`src/rtl/spi_regfront_pkg.sv`:
```
package spi_regfront_pkg;

    localparam int BUS_W = 32;
    localparam int THR_W = 4;
    localparam int IDX_W = 4;

    // Word index = byte address / 4
    typedef enum logic [IDX_W-1:0] {
        RG_CONTROL  = 4'd0,
        RG_CLOCK    = 4'd1,
        RG_TXFMT    = 4'd2,
        RG_RXFMT    = 4'd3,
        RG_FRAME    = 4'd4,
        RG_STATUS   = 4'd5,
        RG_IRQ_EN   = 4'd6,
        RG_IRQ_ACK  = 4'd7,
        RG_FIFO_CTL = 4'd8,
        RG_DATA     = 4'd9
    } reg_sel_e;

    localparam logic [BUS_W-1:0] MASK_CONTROL = 32'h0000_0001;
    localparam logic [BUS_W-1:0] MASK_CLOCK   = 32'h0000_70FF;
    localparam logic [BUS_W-1:0] MASK_TXFMT   = 32'h0000_3FFF;
    localparam logic [BUS_W-1:0] MASK_RXFMT   = 32'h0000_00FF;
    localparam logic [BUS_W-1:0] MASK_FRAME   = 32'h0000_C000;

    localparam int ST_BUSY      = 7;
    localparam int ST_TX_NFULL  = 5;
    localparam int ST_RX_NEMPTY = 0;

    localparam int FC_TX_FLUSH = 12;
    localparam int FC_RX_FLUSH = 4;
    localparam int FC_TX_THR_LO = 8;
    localparam int FC_RX_THR_LO = 0;

    localparam int FL_TX_DONE = 4;
    localparam int FL_RX_DONE = 3;
    localparam int FL_RX_OVR  = 0;

    typedef struct packed {
        logic tx_done;
        logic rx_done;
        logic rx_ovr;
    } flag_vec_t;

    typedef struct packed {
        logic              enable;
        logic [BUS_W-1:0]  clock;
        logic [BUS_W-1:0]  txfmt;
        logic [BUS_W-1:0]  rxfmt;
        logic [BUS_W-1:0]  frame;
    } cfg_t;

    function automatic logic [BUS_W-1:0] flags_to_word(flag_vec_t f);
        logic [BUS_W-1:0] w;
        w = '0;
        w[FL_TX_DONE] = f.tx_done;
        w[FL_RX_DONE] = f.rx_done;
        w[FL_RX_OVR]  = f.rx_ovr;
        return w;
    endfunction

    function automatic flag_vec_t pick_flags(logic b_tx, logic b_rx, logic b_ovr);
        flag_vec_t f;
        f.tx_done = b_tx;
        f.rx_done = b_rx;
        f.rx_ovr  = b_ovr;
        return f;
    endfunction

endpackage

```
`src/rtl/spi_regfront_fifo.sv`:
```
module spi_regfront_fifo #(
    parameter int WIDTH = 32,
    parameter int DEPTH = 8,
    localparam int PTR_W = (DEPTH > 1) ? $clog2(DEPTH) : 1,
    localparam int CNT_W = $clog2(DEPTH + 1)
) (
    input  logic             clk,
    input  logic             rst,
    input  logic             flush,
    input  logic             push,
    input  logic [WIDTH-1:0] din,
    input  logic             pop,
    output logic [WIDTH-1:0] dout,
    output logic [CNT_W-1:0] count,
    output logic             push_ok,
    output logic             pop_ok
);
    localparam logic [CNT_W-1:0] FULL_LVL = CNT_W'(DEPTH);
    localparam logic [PTR_W-1:0] LAST_PTR = PTR_W'(DEPTH - 1);

    logic [WIDTH-1:0] store [DEPTH];
    logic [PTR_W-1:0] wr_ptr, rd_ptr;

    assign pop_ok  = pop && (count != '0);
    assign push_ok = push && ((count != FULL_LVL) || pop_ok);
    assign dout    = store[rd_ptr];

    function automatic logic [PTR_W-1:0] advance(logic [PTR_W-1:0] p);
        return (p == LAST_PTR) ? '0 : p + PTR_W'(1);
    endfunction

    always_ff @(posedge clk) begin
        if (push_ok && !flush)
            store[wr_ptr] <= din;
    end

    always_ff @(posedge clk) begin
        if (rst || flush) begin
            wr_ptr <= '0;
            rd_ptr <= '0;
            count  <= '0;
        end else begin
            if (push_ok) wr_ptr <= advance(wr_ptr);
            if (pop_ok)  rd_ptr <= advance(rd_ptr);
            case ({push_ok, pop_ok})
                2'b10:   count <= count + CNT_W'(1);
                2'b01:   count <= count - CNT_W'(1);
                default: count <= count;
            endcase
        end
    end
endmodule

```
`src/rtl/spi_regfront_flags.sv`:
```
module spi_regfront_flags
    import spi_regfront_pkg::*;
(
    input  logic      clk,
    input  logic      rst,
    input  flag_vec_t set_evt,
    input  flag_vec_t clr_req,
    input  flag_vec_t enable,
    output flag_vec_t pending,
    output logic      irq
);
    // An event in the same cycle as its clear wins
    always_ff @(posedge clk) begin
        if (rst)
            pending <= '0;
        else
            pending <= (pending & ~clr_req) | set_evt;
    end

    assign irq = |(pending & enable);
endmodule

```
`src/rtl/spi_regfront.sv`:
```
module spi_regfront
    import spi_regfront_pkg::*;
#(
    parameter int ADDR_W = 6,
    parameter int WORD_W = 32,
    parameter int DEPTH  = 8
) (
    input  logic              clk,
    input  logic              rst,
    input  logic              bus_sel,
    input  logic              bus_wr,
    input  logic [ADDR_W-1:0] bus_addr,
    input  logic [BUS_W-1:0]  bus_wdata,
    output logic [BUS_W-1:0]  bus_rdata,
    output logic              eng_enable,
    output logic [BUS_W-1:0]  cfg_clock,
    output logic [BUS_W-1:0]  cfg_tx_format,
    output logic [BUS_W-1:0]  cfg_rx_format,
    output logic [BUS_W-1:0]  cfg_frame,
    output logic              eng_tx_valid,
    output logic [WORD_W-1:0] eng_tx_word,
    input  logic              eng_tx_take,
    input  logic              eng_rx_valid,
    input  logic [WORD_W-1:0] eng_rx_word,
    input  logic              eng_busy,
    output logic              irq
);
    localparam int CNT_W = $clog2(DEPTH + 1);
    localparam int CMP_W = ((CNT_W > THR_W) ? CNT_W : THR_W) + 1;
    localparam logic [CNT_W-1:0] FULL_LVL = CNT_W'(DEPTH);

    // Address decode
    logic     aligned_hit;
    reg_sel_e sel_idx;
    logic     in_map;
    logic     wr_hit, rd_hit;

    assign aligned_hit = ((bus_addr >> 6) == '0) && (bus_addr[1:0] == 2'b00);
    assign sel_idx     = reg_sel_e'(bus_addr[5:2]);
    assign in_map      = (bus_addr[5:2] <= 4'(RG_DATA));
    assign wr_hit      = bus_sel && bus_wr && aligned_hit && in_map;
    assign rd_hit      = bus_sel && !bus_wr && aligned_hit && in_map;

    logic wr_fc, wr_data, rd_data, wr_ack;
    assign wr_fc   = wr_hit && (sel_idx == RG_FIFO_CTL);
    assign wr_data = wr_hit && (sel_idx == RG_DATA);
    assign rd_data = rd_hit && (sel_idx == RG_DATA);
    assign wr_ack  = wr_hit && (sel_idx == RG_IRQ_ACK);

    // Configuration storage
    cfg_t             cfg_q;
    flag_vec_t        irq_en_q;
    logic [THR_W-1:0] tx_thr_q, rx_thr_q;

    always_ff @(posedge clk) begin
        if (rst) begin
            cfg_q    <= '0;
            irq_en_q <= '0;
            tx_thr_q <= '0;
            rx_thr_q <= '0;
        end else if (wr_hit) begin
            case (sel_idx)
                RG_CONTROL:  cfg_q.enable <= bus_wdata[0];
                RG_CLOCK:    cfg_q.clock  <= bus_wdata & MASK_CLOCK;
                RG_TXFMT:    cfg_q.txfmt  <= bus_wdata & MASK_TXFMT;
                RG_RXFMT:    cfg_q.rxfmt  <= bus_wdata & MASK_RXFMT;
                RG_FRAME:    cfg_q.frame  <= bus_wdata & MASK_FRAME;
                RG_IRQ_EN:   irq_en_q <= pick_flags(bus_wdata[FL_TX_DONE],
                                                    bus_wdata[FL_RX_DONE],
                                                    bus_wdata[FL_RX_OVR]);
                RG_FIFO_CTL: begin
                    tx_thr_q <= bus_wdata[FC_TX_THR_LO +: THR_W];
                    rx_thr_q <= bus_wdata[FC_RX_THR_LO +: THR_W];
                end
                default: ;
            endcase
        end
    end

    assign eng_enable    = cfg_q.enable;
    assign cfg_clock     = cfg_q.clock;
    assign cfg_tx_format = cfg_q.txfmt;
    assign cfg_rx_format = cfg_q.rxfmt;
    assign cfg_frame     = cfg_q.frame;

    // FIFOs
    logic             tx_flush, rx_flush;
    logic [CNT_W-1:0] tx_cnt, rx_cnt;
    logic             tx_push_ok, tx_pop_ok, rx_push_ok, rx_pop_ok;
    logic [WORD_W-1:0] rx_head;

    assign tx_flush = wr_fc && bus_wdata[FC_TX_FLUSH];
    assign rx_flush = wr_fc && bus_wdata[FC_RX_FLUSH];

    spi_regfront_fifo #(.WIDTH(WORD_W), .DEPTH(DEPTH)) u_tx_fifo (
        .clk     (clk),
        .rst     (rst),
        .flush   (tx_flush),
        .push    (wr_data),
        .din     (bus_wdata[WORD_W-1:0]),
        .pop     (eng_tx_take && eng_tx_valid),
        .dout    (eng_tx_word),
        .count   (tx_cnt),
        .push_ok (tx_push_ok),
        .pop_ok  (tx_pop_ok)
    );

    spi_regfront_fifo #(.WIDTH(WORD_W), .DEPTH(DEPTH)) u_rx_fifo (
        .clk     (clk),
        .rst     (rst),
        .flush   (rx_flush),
        .push    (eng_rx_valid),
        .din     (eng_rx_word),
        .pop     (rd_data),
        .dout    (rx_head),
        .count   (rx_cnt),
        .push_ok (rx_push_ok),
        .pop_ok  (rx_pop_ok)
    );

    assign eng_tx_valid = cfg_q.enable && (tx_cnt != '0);

    // Flag events
    logic [CMP_W-1:0] tx_lvl_next, rx_lvl_next;
    assign tx_lvl_next = CMP_W'(tx_cnt) + CMP_W'(tx_push_ok) - CMP_W'(tx_pop_ok);
    assign rx_lvl_next = CMP_W'(rx_cnt) + CMP_W'(rx_push_ok) - CMP_W'(rx_pop_ok);

    flag_vec_t evt, clr, pend;
    always_comb begin
        evt.tx_done = tx_pop_ok && !tx_flush && (tx_lvl_next <= CMP_W'(tx_thr_q));
        evt.rx_done = rx_push_ok && !rx_flush && (rx_lvl_next >= CMP_W'(rx_thr_q));
        evt.rx_ovr  = eng_rx_valid && !rx_push_ok && !rx_flush;
        clr = wr_ack ? pick_flags(bus_wdata[FL_TX_DONE], bus_wdata[FL_RX_DONE],
                                  bus_wdata[FL_RX_OVR])
                     : flag_vec_t'('0);
    end

    spi_regfront_flags u_flags (
        .clk     (clk),
        .rst     (rst),
        .set_evt (evt),
        .clr_req (clr),
        .enable  (irq_en_q),
        .pending (pend),
        .irq     (irq)
    );

    // Read mux
    logic [BUS_W-1:0] status_w, fc_w;
    always_comb begin
        status_w = '0;
        status_w[ST_BUSY]      = eng_busy;
        status_w[ST_TX_NFULL]  = (tx_cnt != FULL_LVL);
        status_w[ST_RX_NEMPTY] = (rx_cnt != '0);
        fc_w = '0;
        fc_w[FC_TX_THR_LO +: THR_W] = tx_thr_q;
        fc_w[FC_RX_THR_LO +: THR_W] = rx_thr_q;
    end

    always_comb begin
        bus_rdata = '0;
        if (aligned_hit && in_map) begin
            case (sel_idx)
                RG_CONTROL:  bus_rdata = BUS_W'(cfg_q.enable);
                RG_CLOCK:    bus_rdata = cfg_q.clock;
                RG_TXFMT:    bus_rdata = cfg_q.txfmt;
                RG_RXFMT:    bus_rdata = cfg_q.rxfmt;
                RG_FRAME:    bus_rdata = cfg_q.frame;
                RG_STATUS:   bus_rdata = status_w;
                RG_IRQ_EN:   bus_rdata = flags_to_word(irq_en_q);
                RG_IRQ_ACK:  bus_rdata = flags_to_word(pend);
                RG_FIFO_CTL: bus_rdata = fc_w;
                RG_DATA:     bus_rdata = (rx_cnt != '0) ? BUS_W'(rx_head) : '0;
                default:     bus_rdata = '0;
            endcase
        end
    end
endmodule

```
`config.mk`:
```
export PLATFORM = sky130hd
export DESIGN_NAME = spi_regfront
export DESIGN_NICKNAME = d
export VERILOG_FILES = /design/src/rtl/spi_regfront_pkg.sv /design/src/rtl/spi_regfront_fifo.sv /design/src/rtl/spi_regfront_flags.sv /design/src/rtl/spi_regfront.sv
export SDC_FILE = /design/constraint.sdc
export NUM_CORES = 1
export LEC_CHECK = 0
export BUFFER_PORTS_ARGS = -buffer_cell sky130_fd_sc_hd__buf_2
export CORE_MARGIN = 2
export CORE_UTILIZATION = 37
export CTS_CLUSTER_DIAMETER = 80
export DETAILED_ROUTE_END_ITERATION = 8
export PLACE_DENSITY = 0.61
export SKIP_LAST_GASP = 1
export SLEW_MARGIN = 15
export SYNTH_ARGS = -nofsm -noshare
export SYNTH_HDL_FRONTEND = slang
export SYNTH_SLANG_ARGS = --single-unit
```
`constraint.sdc`:
```
create_clock -name clk -period 11 [get_ports clk]
set_input_delay 0.55 -clock clk [delete_from_list [all_inputs] [get_ports clk]]
set_output_delay 0.55 -clock clk [all_outputs]
set_load 0.02 [all_outputs]
```
Word-level counts from Yosys, hierarchy flattened --
Memory sizes are Yosys's and may differ from the RTL's. A register that Yosys moved wholly into a read port is not among the register bits. Cells that the tools add are included. Widths: inputs -> output; s select.
Operators by class: $add $sub $neg 12, magnitude comparators 3, equal/unequal tests 19, mux-type cells 18, bitwise operators 4, reduce and logical (&&, ||, !) cells 48
Operator list (count):
- $pmux 32 s10 | 1
- $mux 32 | 2
- $mux 3 | 9
- $logic_and 1x1->1 | 26
- $eq 4x3->1 const B | 4
- $pmux 4 s2 | 2
- $reduce_and 2->1 | 7
- $add 3x1->3 const B | 4
- $eq 3x3->1 const B | 4
- $add 4x1->5 | 2
- $sub 5x1->5 | 2
- $add 4x1->4 const B | 2
- $eq 4x2->1 const B | 2
- $eq 4x4->1 const B | 2
- $ne 4x4->1 const B | 2
- $reduce_bool 4->1 | 2
- $sub 4x1->4 const B | 2
- $and 3x3->3 | 2
- $ge 5x4->1 | 1
- $le 5x4->1 | 1
- $eq 2x1->1 const B | 2
- $eq 2x2->1 const B | 2
- $eq 4x1->1 const B | 1
- $le 4x4->1 const B | 1
- 9 further kinds | 19
Storage, ports and cells: bits in registers 70, RAM bits 512, input bits 77, memories kept 2
Memories:
- u_rx_fifo.store | depth 8, width 32, read ports 1, clocked after memory_dff 1, write ports 1, RTL line spi_regfront_fifo.sv:21 | logic [WIDTH-1:0] store [DEPTH];
- u_tx_fifo.store | depth 8, width 32, read ports 1, clocked after memory_dff 1, write ports 1, RTL line spi_regfront_fifo.sv:21

Logic depth before layout (Yosys ltp) --
depth after elaboration 13, mapped depth 15, depth with buffers taken out 15

By module --
Synthesis repeated with hierarchy kept, for this count alone.
Unflattened totals: cells, all modules 1388, area total of the unflattened synthesis 25066.5 µm²
By module, submodules not included:
- spi_regfront_fifo (u_tx_fifo) | instances 1, cells an instance 459, area each 10520.1 µm²
- spi_regfront_fifo (u_rx_fifo) | instances 1, cells an instance 459, area each 10513.8 µm²
- spi_regfront | instances 1, cells an instance 456, area each 3913.8 µm²
- spi_regfront_flags | instances 1, cells an instance 14, area each 118.9 µm²

Least setup slack after synthesis --
No wires, ideal clock.
kind input to register, start point input port bus_addr[4], end point memory u_tx_fifo.store[4][0], enable pin, library setup time 0.513 ns, arrival time 4.581 ns, required time 10.487 ns, setup slack 5.906 ns, stages on the path 4, buffers on the path 1, cells stage by stage buf_2 > and4bb_4 > o211ai_4 > nor4b_1
Between the ends: word-level cells in the longest chain between the ends 8
Ends and longest elaborated chain:
- start: declaration | RTL line spi_regfront.sv:12 | input logic [ADDR_W-1:0] bus_addr,
- $le 4x4->1 | RTL line spi_regfront.sv:40 | assign in_map = (bus_addr[5:2] <= 4'(RG_DATA));
- $logic_and 1x1->1 | RTL line spi_regfront.sv:41 | assign wr_hit = bus_sel && bus_wr && aligned_hit && in_map;
- $logic_and 1x1->1 | RTL line spi_regfront.sv:45 | assign wr_fc = wr_hit && (sel_idx == RG_FIFO_CTL);
- $logic_and 1x1->1 | RTL line spi_regfront.sv:92 | assign tx_flush = wr_fc && bus_wdata[FC_TX_FLUSH];
- $logic_not 1->1 | RTL line spi_regfront_fifo.sv:33 | if (push_ok && !flush)
- $logic_and 1x1->1 * | RTL line spi_regfront_fifo.sv:33
- $mux 1 * | RTL line spi_regfront_fifo.sv:33
- $mux 1 (implied by the code) * | RTL line spi_regfront_fifo.sv:34 | store[wr_ptr] <= din;
- end: declaration | RTL line spi_regfront_fifo.sv:21
Every way passes the cells marked *; elsewhere a longest branch is shown, timed or not.

==> metrics.md <==
| Metric | Value |
|---|---|
| Core Area | `roughly 66,000 sq um` |
| Later-pin clock latency in the skew report | `around 0.60 ns` |
| Pin count of the biggest net entering global routing | `65` |
| I/O pins | `roughly 270` |
| Final hold violations | `0` |
| DRC | `0` |
| Routed len/inst | `roughly 22 um` |
| Maxcap violations | `0` |
| GP Congestion | `~0.84` |
| Cell with the most instances after synthesis | `edfxtp_1` |
| CTS Hold Bufs | `0` |
| Tmin final | `~4 ns` |
| Share of cells above drive strength 1 | `roughly 31%` |
| Fraction of the mapped netlist area in simple logic gates | `between 3 and 4%` |
| Top cells by instance count after synthesis | `edfxtp_1 (512), mux4_2 (128), nor2_1 (102)` |
| Dpl cells | `2,355` |
| Initial antenna violation count | `10` |
| Max-slew violations | `0` |
| Final setup vio count | `0` |
| Slowest CP cell | `buf_4` |
| R2r setup slk | `roughly 7.5 ns` |
| Row count | `94` |
| Skew final | `~0.017 ns` |
| Crit path kind | `flip-flop to output port` |
| Worst vdd ir | `between 0.1 and 0.15 mV` |
| XOR/XNOR Fraction of Synth Area | `0.323%` |
| Number of setup buffers added after CTS | `0` |
| Top-area cell type share of the netlist area | `63.0%` |
| Async SR Flop Fraction | `0%` |
| Slew @ Worst Pin | `around 1.1 ns` |
| DRT iter0 DRCs | `roughly 950` |
| P&R area growth vs syn | `15.1%` |
| PwrDens | `roughly 170 nW/um^2` |
| Total grt overflow | `0` |
| Synth top area cells | `edfxtp_1 (63%), mux4_2 (12%), dfxtp_1 (6.2%), mux2i_1 (3.7%), buf_4 (3.0%)` |
| Post-cts sizing count | `0` |
| Root Buffer | `clkbuf_16` |
| Syn avg cell area | `18.0 sq um` |
| Final ANT Viol Nets | `0` |
| Reg clk slew, reported paths | `0.06 ns` |
| Die height | `261 um` |
| Ys Warns | `0` |
| Crit path cell chain | `buf_4, mux4_2, mux2i_1, o22ai_1, buf_2` |
| Drt first pass iters | `5` |
| Worst reg2reg path depth | `15` |
| Multiplexer share of the synthesized area | `approximately 17%` |
| Cts bufs inserted | `60` |
| Rel. slew slack | `roughly 27%` |
| Tot GR Track Use | `approximately 16%` |
| Die area | `68,000 sq um` |
| CP Max Fanout | `39` |
| RSZ-0062 raised after global routing | `false` |
| Critical Path Max Stage Delay | `approximately 0.73 ns` |
| CP required | `about 10 ns` |
| Syn Inst Count | `1,355` |
| Main combinational cell family by area after synthesis | `multiplexers` |
| Worst hold path type | `input pin to flip-flop` |
| Reg2reg start | `u_rx_fifo.count[3]` |
| Outcome | `complete, no violations` |
| Fin crit share | `between 30 and 40%` |
| Crit path DAT | `between 3 and 4 ns` |
| Synth area leader | `edfxtp_1` |
| Post-DP HPWL | `between 30 and 40 mm` |
| Crit. End Element | `output port` |
| Vias per inst | `slightly above 5` |
| Max frequency | `approximately 250 MHz` |
| Synth Area in Compound Gates | `roughly 2.5%` |
| Synth Area in Adders | `under 10%` |
| TNS Setup | `0 ns` |
| Number of global-route vias before repair | `around 13,000` |
| Clock Tree Buf Depth | `3` |
| Sequential area share after synthesis | `approximately 69%` |
| Worst path top cell family by delay | `multiplexers` |
| Worst path bufs/invs | `2` |
| Synth unique cells | `between 60 and 70` |
| Startpoint Class | `flip-flop` |
| # port buffers | `about 180` |
| R2R Path End | `u_flags.pending[1]` |
| Worst hold path cell count | `1` |
| NumNets Final | `~1,700` |
| Synth Register Bits | `588` |
| Vias | `~13,000` |
| Ys flop type | `edfxtp_1` |
| Leakage | `9.78 nW` |
| Worst Hold Path EP | `u_tx_fifo.store[4][25]` |
| Starting Density | `a little under two fifths` |
| CTS sink count | `slightly below 600` |
| Global-route wire length before repair | `81.4 mm` |
| Routed WL | `55.1 mm` |
| Non-Filler Instances | `2,471` |
| EDFF count, synth | `between 500 and 600` |
| H-tree depth | `2` |
| Area of the mapped netlist | `approximately 24,000 sq um` |
| CTS tree | `yes` |
| HP Start | `bus_wdata[25]` |
| Die width | `261 um` |
==> layout make-up <==
class | count | area [sq um]
clock buffers | 70 | 1580
diodes | 5 | 12.5
multi-input cells | 669 | 6830
repair buffers | 200 | 1060
clock inverters | 41 | 468
inverters | 34 | 128
fillers | 5801 | 37400
well taps | 864 | 1080
flip-flops and latches | 588 | 16900
==> worst max-delay path by stage <==
stage | end | cells after the start | start
6_report | bus_rdata[7] | 5 | flip-flop
5_1_grt | bus_rdata[3] | 6 | flip-flop
4_1_cts | bus_rdata[7] | 5 | flip-flop
3_5_place_dp | u_flags.pending[1] | 14 | bus_addr[3]
3_3_place_gp | u_flags.pending[1] | 14 | bus_addr[3]
2_1_floorplan | u_tx_fifo.store[4][0] | 4 | bus_addr[4]
==> cells by family (layout without fill, tap and decap cells) <==
logic type                 count (synthesis)  after routing
AOI/OAI and AO/OA                         84             84
xor gates and xnor gates                   9              9
adders and majority gates                 40             40
buffers and inverters                    190            345
DFF                                      588            588
muxes                                    260            260
other                                      1             98
and+or+nand+nor                          183            183
==> cells in the final DEF (no fill, tap or decap), drive strengths merged, types with 4 or more instances in the layout <==
master	n
mux4	128
and3	4
bufinv	10
clkbuf	70
buf	200
ha	36
a22oi	11
diode	5
a21o	5
edfxtp	512
conb	93
or3	4
mux2i	90
nor3	4
nor2	102
o21ai	6
nand2b	5
mux2	42
nor2b	8
xor2	7
nand2	20
o22ai	12
clkinv	25
a211o	5
clkinvlp	5
nand3	10
inv	35
nor3b	5
dfxtp	76
a21oi	25
fa	4
==> power breakdown <==
group	internal, mW	switching, mW	total [mW]
sequential	2.44	0.00773	2.45
clock	1.26	0.837	2.10
combinational	0.0410	0.110	0.151
==> metal layers <==
layer / part of all wire, % / GRT usage (%) / vias to the layer above
li1: - / - / 5541
met1: 42 / 21.4 / 6543
met2: 49 / 26.6 / 321
met3: 6.0 / 3.61 / 91
met4: 2.2 / 4.40 / 10
met5: 0.12 / 0 / -
==> registers in the layout (all words and copies together) (netlist names), named ones only <==
register          flops
eng_enable            1
cfg_tx_format        14
u_rx_fifo.count       4
u_tx_fifo.wr_ptr      3
cfg_clock            11
u_tx_fifo.rd_ptr      3
u_rx_fifo.rd_ptr      3
cfg_frame             2
u_flags.pending       3
u_rx_fifo.store     256
u_rx_fifo.wr_ptr      3
rx_thr_q              4
u_tx_fifo.count       4
irq_en_q              3
cfg_rx_format         8
tx_thr_q              4
u_tx_fifo.store     256
==> per-stage QoR <==
step	setup WS, ns	hold WS, ns	utilization [%]	instance area (sq um)	power (mW)
after detailed placement	7.20	0.486	39.7	26000	2.65
after CTS	6.95	0.184	42.8	28100	4.75
after global routing	6.82	0.205	42.8	28100	4.85
final	7.06	0.222	42.8	28100	4.70
after global placement	7.27	0.494	39.7	26000	2.65
after floorplan	5.91	0.459	-	24700	2.61
==> worst register-to-register path: stages (launching register included) <==
cell	delay, ns
dfxtp_1	0.34
inv_1	0.12
ha_1	0.18
nor3b_1	0.29
nand3b_2	0.26
inv_1	0.11
ha_1	0.28
inv_1	0.04
ha_1	0.20
fa_1	0.44
xor2_1	0.18
ha_1	0.29
a21oi_1	0.14
o21ai_0	0.11
a221oi_1	0.35
o31ai_1	0.10
(Power assumes the default switching activity.)
